<file path="src/rtl/acc_perm_pkg.sv">
package acc_perm_pkg;
  // Default geometry of the accumulator chain.
  localparam int DEF_ACC_W = 32;  // width of high and low words
  localparam int DEF_EXT_W = 8;   // width of the extension word
  localparam int DEF_LANES = 6;   // bits gathered (and shift distance) per command
endpackage

</file>
<file path="src/rtl/perm_lane.sv">
// One gather lane: returns the source bit addressed by its index field.
module perm_lane #(
  parameter int SRC_W = 32,
  parameter int IDX_W = $clog2(SRC_W)
) (
  input  logic [SRC_W-1:0] src,
  input  logic [IDX_W-1:0] idx,
  output logic             bit_out
);
  function automatic logic pick(input logic [SRC_W-1:0] s, input logic [IDX_W-1:0] k);
    return s[k];
  endfunction

  assign bit_out = pick(src, idx);
endmodule

</file>
<file path="src/rtl/perm_gather.sv">
// Bank of gather lanes; lane i reads index field i of the selector.
module perm_gather #(
  parameter int ACC_W = 32,
  parameter int LANES = 6
) (
  input  logic [ACC_W-1:0] src,
  input  logic [ACC_W-1:0] sel,
  output logic [LANES-1:0] bits
);
  localparam int IDX_W = $clog2(ACC_W);

  for (genvar g = 0; g < LANES; g++) begin : g_lane
    logic [IDX_W-1:0] lane_idx;
    assign lane_idx = IDX_W'(sel >> (g * IDX_W));
    perm_lane #(.SRC_W(ACC_W), .IDX_W(IDX_W)) u_lane (
      .src    (src),
      .idx    (lane_idx),
      .bit_out(bits[g])
    );
  end
endmodule

</file>
<file path="src/rtl/acc_chain_shift.sv">
// Next-state of the chain: every word moves up by SHIFT, fed from the word below.
module acc_chain_shift #(
  parameter int ACC_W = 32,
  parameter int EXT_W = 8,
  parameter int SHIFT = 6
) (
  input  logic [EXT_W-1:0] ext_cur,
  input  logic [ACC_W-1:0] hi_cur,
  input  logic [ACC_W-1:0] lo_cur,
  input  logic [SHIFT-1:0] fill,
  output logic [EXT_W-1:0] ext_nxt,
  output logic [ACC_W-1:0] hi_nxt,
  output logic [ACC_W-1:0] lo_nxt
);
  // Top SHIFT bits of a word, right-aligned.
  function automatic logic [ACC_W-1:0] top_out(input logic [ACC_W-1:0] w);
    return w >> (ACC_W - SHIFT);
  endfunction

  function automatic logic [ACC_W-1:0] word_step(input logic [ACC_W-1:0] w,
                                                  input logic [ACC_W-1:0] carry_in);
    return (w << SHIFT) | carry_in;
  endfunction

  function automatic logic [EXT_W-1:0] ext_step(input logic [EXT_W-1:0] e,
                                                 input logic [ACC_W-1:0] carry_in);
    return EXT_W'(e << SHIFT) | EXT_W'(carry_in);
  endfunction

  assign ext_nxt = ext_step(ext_cur, top_out(hi_cur));
  assign hi_nxt  = word_step(hi_cur, top_out(lo_cur));
  assign lo_nxt  = word_step(lo_cur, ACC_W'(fill));
endmodule

</file>
<file path="src/rtl/acc_state_regs.sv">
// Chain storage with synchronous clear and load enable.
module acc_state_regs #(
  parameter int ACC_W = 32,
  parameter int EXT_W = 8
) (
  input  logic             clk,
  input  logic             rst,
  input  logic             load,
  input  logic [EXT_W-1:0] ext_d,
  input  logic [ACC_W-1:0] hi_d,
  input  logic [ACC_W-1:0] lo_d,
  output logic [EXT_W-1:0] ext_q,
  output logic [ACC_W-1:0] hi_q,
  output logic [ACC_W-1:0] lo_q
);
  always_ff @(posedge clk) begin
    if (rst) begin
      ext_q <= '0;
      hi_q  <= '0;
      lo_q  <= '0;
    end else if (load) begin
      ext_q <= ext_d;
      hi_q  <= hi_d;
      lo_q  <= lo_d;
    end
  end

  // reset clears every word on the following cycle
  a_r1_reset_clear: assert property (@(posedge clk)
    rst |=> (ext_q == '0 && hi_q == '0 && lo_q == '0));

  // without a load the chain is frozen
  a_r2_idle_hold: assert property (@(posedge clk) disable iff (rst)
    !load |=> ($stable(ext_q) && $stable(hi_q) && $stable(lo_q)));
endmodule

</file>
<file path="src/rtl/acc_perm_shifter.sv">
module acc_perm_shifter
  import acc_perm_pkg::*;
#(
  parameter int ACC_W = DEF_ACC_W,
  parameter int EXT_W = DEF_EXT_W,
  parameter int LANES = DEF_LANES
) (
  input  logic             clk,
  input  logic             rst,
  input  logic             cmd_valid,
  input  logic [ACC_W-1:0] cmd_src,
  input  logic [ACC_W-1:0] cmd_sel,
  output logic [EXT_W-1:0] ext_q,
  output logic [ACC_W-1:0] hi_q,
  output logic [ACC_W-1:0] lo_q
);
  localparam int IDX_W  = $clog2(ACC_W);
  localparam int USED_W = LANES * IDX_W;

  // Named internal events for the properties below.
  logic             shift_fire;
  logic [LANES-1:0] gather_bits;
  logic [ACC_W-1:0] sel_spare;
  logic [EXT_W-1:0] ext_nxt;
  logic [ACC_W-1:0] hi_nxt;
  logic [ACC_W-1:0] lo_nxt;

  assign shift_fire = cmd_valid & ~rst;
  assign sel_spare  = cmd_sel >> USED_W;

  perm_gather #(.ACC_W(ACC_W), .LANES(LANES)) u_gather (
    .src (cmd_src),
    .sel (cmd_sel),
    .bits(gather_bits)
  );

  acc_chain_shift #(.ACC_W(ACC_W), .EXT_W(EXT_W), .SHIFT(LANES)) u_shift (
    .ext_cur(ext_q),
    .hi_cur (hi_q),
    .lo_cur (lo_q),
    .fill   (gather_bits),
    .ext_nxt(ext_nxt),
    .hi_nxt (hi_nxt),
    .lo_nxt (lo_nxt)
  );

  acc_state_regs #(.ACC_W(ACC_W), .EXT_W(EXT_W)) u_regs (
    .clk  (clk),
    .rst  (rst),
    .load (shift_fire),
    .ext_d(ext_nxt),
    .hi_d (hi_nxt),
    .lo_d (lo_nxt),
    .ext_q(ext_q),
    .hi_q (hi_q),
    .lo_q (lo_q)
  );

  // extension word receives the bits leaving the top of the high word
  a_r3_ext_feed: assert property (@(posedge clk) disable iff (rst)
    cmd_valid |=> ext_q == (EXT_W'($past(ext_q) << LANES)
                           | EXT_W'($past(hi_q) >> (ACC_W - LANES))));

  // high word receives the bits leaving the top of the low word
  a_r4_hi_feed: assert property (@(posedge clk) disable iff (rst)
    cmd_valid |=> hi_q == (($past(hi_q) << LANES) | ($past(lo_q) >> (ACC_W - LANES))));

  // upper part of the low word is the old low word moved up
  a_r5_lo_upper: assert property (@(posedge clk) disable iff (rst)
    cmd_valid |=> (lo_q >> LANES) == ($past(lo_q) & ((ACC_W'(1) << (ACC_W - LANES)) - 1)));

  // freshly filled bits are exactly what the gather produced at the sampling edge
  a_r6_fill_from_gather: assert property (@(posedge clk) disable iff (rst)
    cmd_valid |=> lo_q[LANES-1:0] == $past(gather_bits));

  // spare selector bits never bring in anything other than the gather result
  a_r7_spare_ignored: assert property (@(posedge clk) disable iff (rst)
    (cmd_valid && sel_spare != '0) |=> lo_q[LANES-1:0] == $past(gather_bits));
endmodule

</file>
<file path="config.mk">
export PLATFORM = sky130hd
export DESIGN_NAME = acc_perm_shifter
export DESIGN_NICKNAME = d
export VERILOG_FILES = /design/src/rtl/acc_perm_pkg.sv /design/src/rtl/perm_lane.sv /design/src/rtl/perm_gather.sv /design/src/rtl/acc_chain_shift.sv /design/src/rtl/acc_state_regs.sv /design/src/rtl/acc_perm_shifter.sv
export SDC_FILE = /design/constraint.sdc
export NUM_CORES = 1
export LEC_CHECK = 0
export BUFFER_PORTS_ARGS = -buffer_cell sky130_fd_sc_hd__buf_2
export CORE_ASPECT_RATIO = 2
export CORE_MARGIN = 1
export CORE_UTILIZATION = 40
export DETAILED_ROUTE_END_ITERATION = 8
export PLACE_DENSITY = 0.73
export REMOVE_ABC_BUFFERS = 1
export SETUP_SLACK_MARGIN = 0.5
export SLEW_MARGIN = 5
export SYNTH_ARGS = -nofsm -noshare
export SYNTH_HDL_FRONTEND = slang
export SYNTH_SLANG_ARGS = --single-unit
</file>
<file path="constraint.sdc">
create_clock -name clk -period 3.53 [get_ports clk]
set_clock_uncertainty 0.15 [all_clocks]
set_input_delay 0.1765 -clock clk [delete_from_list [all_inputs] [get_ports clk]]
set_output_delay 0.1765 -clock clk [all_outputs]
set_load 0.01 [all_outputs]
</file>
==> out/metrics.cfg, run 1 <==
[run_status]
status=finished clean

[detailed_routing]
wl_per_cell_microns=16.7
drcViolationCount=0
highest_layer=met4
drtIter0Drc=130
wl_met1_microns=4690
drt-total-wl_microns=12500
dr.pass1.iters=5
route.met2.wl_microns=6330
vias=4070
met3_length_microns=702
viasPerCell=5.44
detail-route-antenna-nets=0

[power_and_ir_drop]
cellLeakagePower_uw=0.00271
power_density_nw_per_um2=377
peakVddDrop_mv=0.350

[sta]
maxSlewViolCount=0
setup_tns_ns=0
rsz0062_at_grt=false
max_slew_margin=0.410
max_freq_mhz=678
setup_viol=0
period_needed_ns=1.47
finalHoldViolCount=0
whs_ns=0.0285
period_share=0.418
tightest_slew_ns=0.886

[min_path]
holdCritPathClass=primary input to flop

[logic_synthesis]
syn_inst=482
synth_area_leaders=mux2i_1 36%, dfxtp_1 32%, nor2_1 6.6%
synth_top_area_frac=0.364
synth_ff_type=dfxtp_1
synth_seq_cells=72
ys_async_sr_fraction=0
synth_edf_count=0
synth_top_area_cell=mux2i_1
yosysUniqueCellTypes=20
synth_common_cells=162 x mux2i_1, 78 x nor2_1, 72 x dfxtp_1, 30 x nand2_1
synth_area_sq_um=4450
synth_most_common_cell=mux2i_1
ys_seq_area_frac=0.324
synth_warnings=0
avgSynthCellArea_sq_um=9.24

[critical_path]
crit_slowest_cell=buf_4
required_ns=3.56
slowest_delay_ns=0.65
cp-end-kind=flop
critPathArrivalTime_ns=1.50
worst-path-max-fanout=57
critPathKind=primary input to flop
cpMostUsedCell=buf_4
critical_path.cell_chain=buf_4, buf_4, mux2i_1, nor2_1
startpoint_type=primary input

[placement]
placed_cells=732
place_hpwl_microns=9560
io_buffers=136
place_congestion=0.870

[clocking]
cts_setup_buffers=0
cts_sinks=72
ctsHoldBuffers=0
ctsLongestPathBuffers=2
clkLatencyLatePin_ns=0.32
cts_resized=0
h-tree-depth=3
cts_tree=yes
cts_buffers=9
cts-root-buf=clkbuf_16
clk_pin_slew_worst_paths_ns=0.05

[final_layout]
seq_area_sq_um=1440
fin_cells=748
fin_nets=670
nFillCells=1054
drive_gt1_frac=0.260
multiInputGateArea_sq_um=2750
diodes=0
area_growth_pct=20.3

[floorplan]
core.rowCount=54
start_util=0.409
core_sq_um=10900
die_area_sq_um=11600
io_pins=139
fp.dieH_microns=151
die_w_microns=76.6

[grt]
track_usage=0.211
grt_pass1_wl_microns=19100
grt_max_degree=58
antenna_found_initial=0
grt.overflow.total=0
grt_pass1_vias=3873

[run]
drv_cap=0

[cells in the final DEF, fill, tap and decap left out, types with 12 or more instances in the layout]
master	instances
a21oi_1	15
a22oi_1	21
buf_2	135
dfxtp_1	72
mux2i_1	162
nand2_1	30
nand3_1	21
nor2_1	78
nor2b_1	12
[worst max-delay path: cells and delay by family]
kind,cells,cell delay (ns)
buffers and inverters,2,1.03
muxes,1,0.22
and+or+nand+nor,1,0.06
[registers in the layout (all words and copies together) (netlist names)]
register,cells
u_regs.ext_q,8
u_regs.hi_q,32
u_regs.lo_q,32
[layer usage]
| layer | vias to the layer above | track usage |
|---|---|---|
| li1 | 1971 | - |
| met1 | 1892 | 0.220 |
| met2 | 173 | 0.382 |
| met3 | 34 | 0.0313 |
| met4 | 0 | 0.153 |
| met5 | - | 0 |
[cell type report]
type                            count  area share
Clock buffer                       11      0.0472
Tap cell                          140      0.0327
Multi-Input combinational cell    381       0.513
Sequential cell                    72       0.269
Timing Repair Buffer              139       0.132
Clock inverter                      5     0.00584
[where the power goes]
group / internal, uW / leakage [uW] / switching [uW]
combinational: 149 / 0.00198 / 208
sequential: 825 / 0.000582 / 9.39
clock: 510 / 0.000141 / 316
total: 1480 / 0.00271 / 533
[stage by stage]
stage	setup slack (ns)	power (uW)	utilization	instance area (sq um)
6_report	2.06	2020	0.492	5350
5_1_grt	1.92	2110	0.492	5350
4_1_cts	2.08	2040	0.492	5350
3_5_place_dp	1.74	1200	0.466	5070
3_3_place_gp	1.78	1200	0.466	5070
2_1_floorplan	2.28	1020	-	4190
[worst paths after layout]
| check | slack, ns | startpoint | endpoint | depth (start not counted) |
|---|---|---|---|---|
| worst min-delay path | 0.03 | cmd_sel[29] | u_regs.lo_q[5] | 3 |
| worst min register to register | 0.34 | u_regs.ext_q[6] | u_regs.ext_q[6] | 2 |
| worst max-delay path | 2.06 | cmd_valid | u_regs.lo_q[15] | 4 |
| worst max register to register | 2.61 | u_regs.lo_q[5] | u_regs.lo_q[5] | 2 |
[logic make-up (layout without fill, tap and decap cells)]
kind of cell | Yosys count | after routing | share of synthesized area
buffers and inverters | 29 | 155 | 0.0590
muxes | 162 | 162 | 0.364
and+or+nand+nor | 165 | 165 | 0.167
AOI/OAI and AO/OA | 54 | 54 | 0.0860
DFF | 72 | 72 | 0.324
(Power assumes the default switching activity.)
==> inputs of run 2 (changes only) <==
ABC_AREA = 1   (was default)
PLACE_DENSITY = 0.72   (was 0.73)
clock period = 1.4 ns   (was 3.53 ns; I/O delays follow)
==> run 2 against run 1 <==
The run now ends with hold timing left. Clock power rose to 2.8 times the previous value. Sequential power rose to 2.7 times the previous value. Flip-flop and latch count stayed put. Cell count grew 42%. Wire length is 46% higher. Via count increased by 43%. First-iteration DRC count increased to 2.5 times the previous value. Clock-buffer cell count is 1 lower. Combinational power increased to 4.9 times the previous value. Non-clock buffer count up 52. Power increased to 3.1 times the previous value. Core utilization up 15 points. Largest power group is now clock.
==> out/metrics.cfg, run 2 <==
[placement]
place_congestion=0.965
io_buffers=136
place_hpwl_microns=11200
placed_area_sq_um=5330

[critical_path]
rr_startpoint=u_regs.ext_q[5]
critPathKind=flop to flop
critPathArrivalTime_ns=1.10
crit_start=u_regs.ext_q[5]
startpoint_type=flop
cp-end-kind=flop
critical_path.cell_chain=buf_4, o21ai_0, a21oi_1
crit_slowest_cell=dfxtp_2
required_ns=1.45
worst-path-max-fanout=2
slowest_delay_ns=0.32

[floorplan]
core.rowCount=55
die_area_sq_um=12100
io_pins=139
core_sq_um=11400
fp.dieH_microns=155
die_w_microns=78.4
start_util=0.412

[detailed_routing]
drtIter0Drc=325
drt-total-wl_microns=18300
viasPerCell=5.49
detail-route-antenna-nets=0
vias=5836
drcViolationCount=0
wl_per_cell_microns=17.2
dr.pass1.iters=4

[power_and_ir_drop]
internal_power_uw=4380
cellLeakagePower_uw=0.00334
power_density_nw_per_um2=873
peakVddDrop_mv=0.865
switchingPower_uw=1940
clockPowerShare=0.364
swShare=0.307
pwr-share-seq=0.360
p_comb_frac=0.276

[run_status]
violations=hold timing
status=complete, but fails checks

[final_layout]
reg.largest.list=u_regs.hi_q x32, u_regs.lo_q x32, u_regs.ext_q x8
final_area_sq_um=7240
layout_common_cells=219 x nand2_1, 126 x nand3_1, 95 x buf_6
drive_gt1_frac=0.471
fin_nets=983
final_common_cell=nand2_1
area_growth_pct=54.9
diodes=0

[sta]
tightest_slew_ns=0.358
maxSlewViolCount=0
finalHoldViolCount=9
setup_tns_ns=0
period_needed_ns=1.05
setup_viol=0
whs_ns=-0.0879
max_freq_mhz=956
period_share=0.747
rsz0062_at_grt=true
max_slew_margin=0.762

[logic_synthesis]
ys_seq_area_frac=0.308
synth_most_common_cell=nand2_1
yosys.area_share.simple=0.419
synth-compound-area-share=0.127
synthMuxAreaShare=0
synth_common_cells=241 x nand2_1, 151 x nand3_1, 72 x dfxtp_1, 66 x a21oi_1, 60 x nor2_1
synth_warnings=0
synth_top_family_by_area=simple AND/OR/NAND/NOR gates
synth_ff_type=dfxtp_1
synth_adder_area_share=0
synth_top_area_cell=dfxtp_1
ys_async_sr_fraction=0
synth_seq_cells=72
syn_inst=759
synth_top_area_frac=0.308
synth_area_sq_um=4670
avgSynthCellArea_sq_um=6.16
yosysUniqueCellTypes=18
synth_xor_area_frac=0
synth_edf_count=0
synth_area_leaders=dfxtp_1 31%, nand2_1 19%, nand3_1 16%

[grt]
antenna_found_initial=0
track_usage=0.276
grt.overflow.total=0
grt_pass1_wl_microns=26100
grt_max_degree=37
grt_pass1_vias=5232

[min_path]
holdCritPathClass=primary input to flop
holdCritStartpoint=cmd_sel[19]

[clocking]
cts_tree=yes
cts-root-buf=clkbuf_16
clk_pin_slew_worst_paths_ns=0.06
ctsLongestPathBuffers=2
cts_buffers=9
cts_sinks=72
clkLatencyLatePin_ns=0.33
h-tree-depth=3

[run]
drv_cap=0

-- run 2: cell types whose count changed after synthesis, sizes merged, moves of 11 or more --
cell,change
nand2,+216
nor2,-18
inv,+64
nor2b,-12
nand3,+132
mux2i,-162
buf,+11
o21ai,+42
a21oi,+54
a22oi,-21
-- run 2: final cells by class --
cell class | instances | area [sq um]
Inverter | 64 | 320
Multi-Input combinational cell | 576 | 2990
Fill cell | 946 | 4120
Sequential cell | 72 | 1540
Tap cell | 142 | 178
Timing Repair Buffer | 191 | 1870
Clock inverter | 6 | 67.6
Clock buffer | 10 | 239
Timing Repair inverter | 2 | 32.5
-- run 2: worst max-delay path, delay by kind of cell, from the launching register on --
kind / cells / cell delay [ns]
compound gates: 2 / 0.31
buf+inv: 1 / 0.13
flops: 1 / 0.32
-- run 2: repair_timing --
action / CTS / global route
hold buffers: 5 / 3
pin swaps: 4 / 61
cloned: 2 / 4
setup endpoints to repair: 80 / 135
gates resized for setup: 161 / 213
hold endpoints to repair: 6 / 10
setup buffers: 29 / 5
-- run 2: through the flow --
stage	std cells	hold WS, ns	power (uW)	util	setup slack, ns
floorplan	712	-0.00762	2850	-	0.364
global placement	1004	0.253	3470	0.470	0.0901
detailed placement	1004	0.260	3490	0.470	0.0782
CTS	1056	-0.0391	6050	0.573	0.374
global route	1063	-0.0917	6600	0.638	0.332
finish	1063	-0.0879	6320	0.638	0.354
-- run 2: logic make-up after synthesis --
group,after synthesis
simple gates,462
flops,72
compound gates,114
buf+inv,111
-- run 2: metal layers --
metal / track usage / vias up / part of all wire
met5: 0 / - / 0
met4: 0.192 / 0 / 0.081
met3: 0.0364 / 81 / 0.066
met2: 0.516 / 306 / 0.52
met1: 0.272 / 2664 / 0.33
li1: - / 2785 / -
-- run 2: final timing paths --
| check | to | depth (start not counted) | slack (ns) |
|---|---|---|---|
| setup / recovery | u_regs.ext_q[5] | 3 | 0.35 |
| hold reg to reg | u_regs.lo_q[7] | 2 | 0.31 |
| hold / removal | u_regs.lo_q[3] | 4 | -0.09 |
| setup reg to reg | u_regs.ext_q[5] | 3 | 0.35 |
-- run 2: power groups by stage --
| stage | logic (uW) | registers, uW | clock network (uW) |
|---|---|---|---|
| floorplan | 546 | 2310 | 0 |
| global placement | 1210 | 2270 | 0 |
| detailed placement | 1220 | 2270 | 0 |
| CTS | 1450 | 2250 | 2340 |
| global route | 1880 | 2280 | 2440 |
| finish | 1740 | 2270 | 2300 |
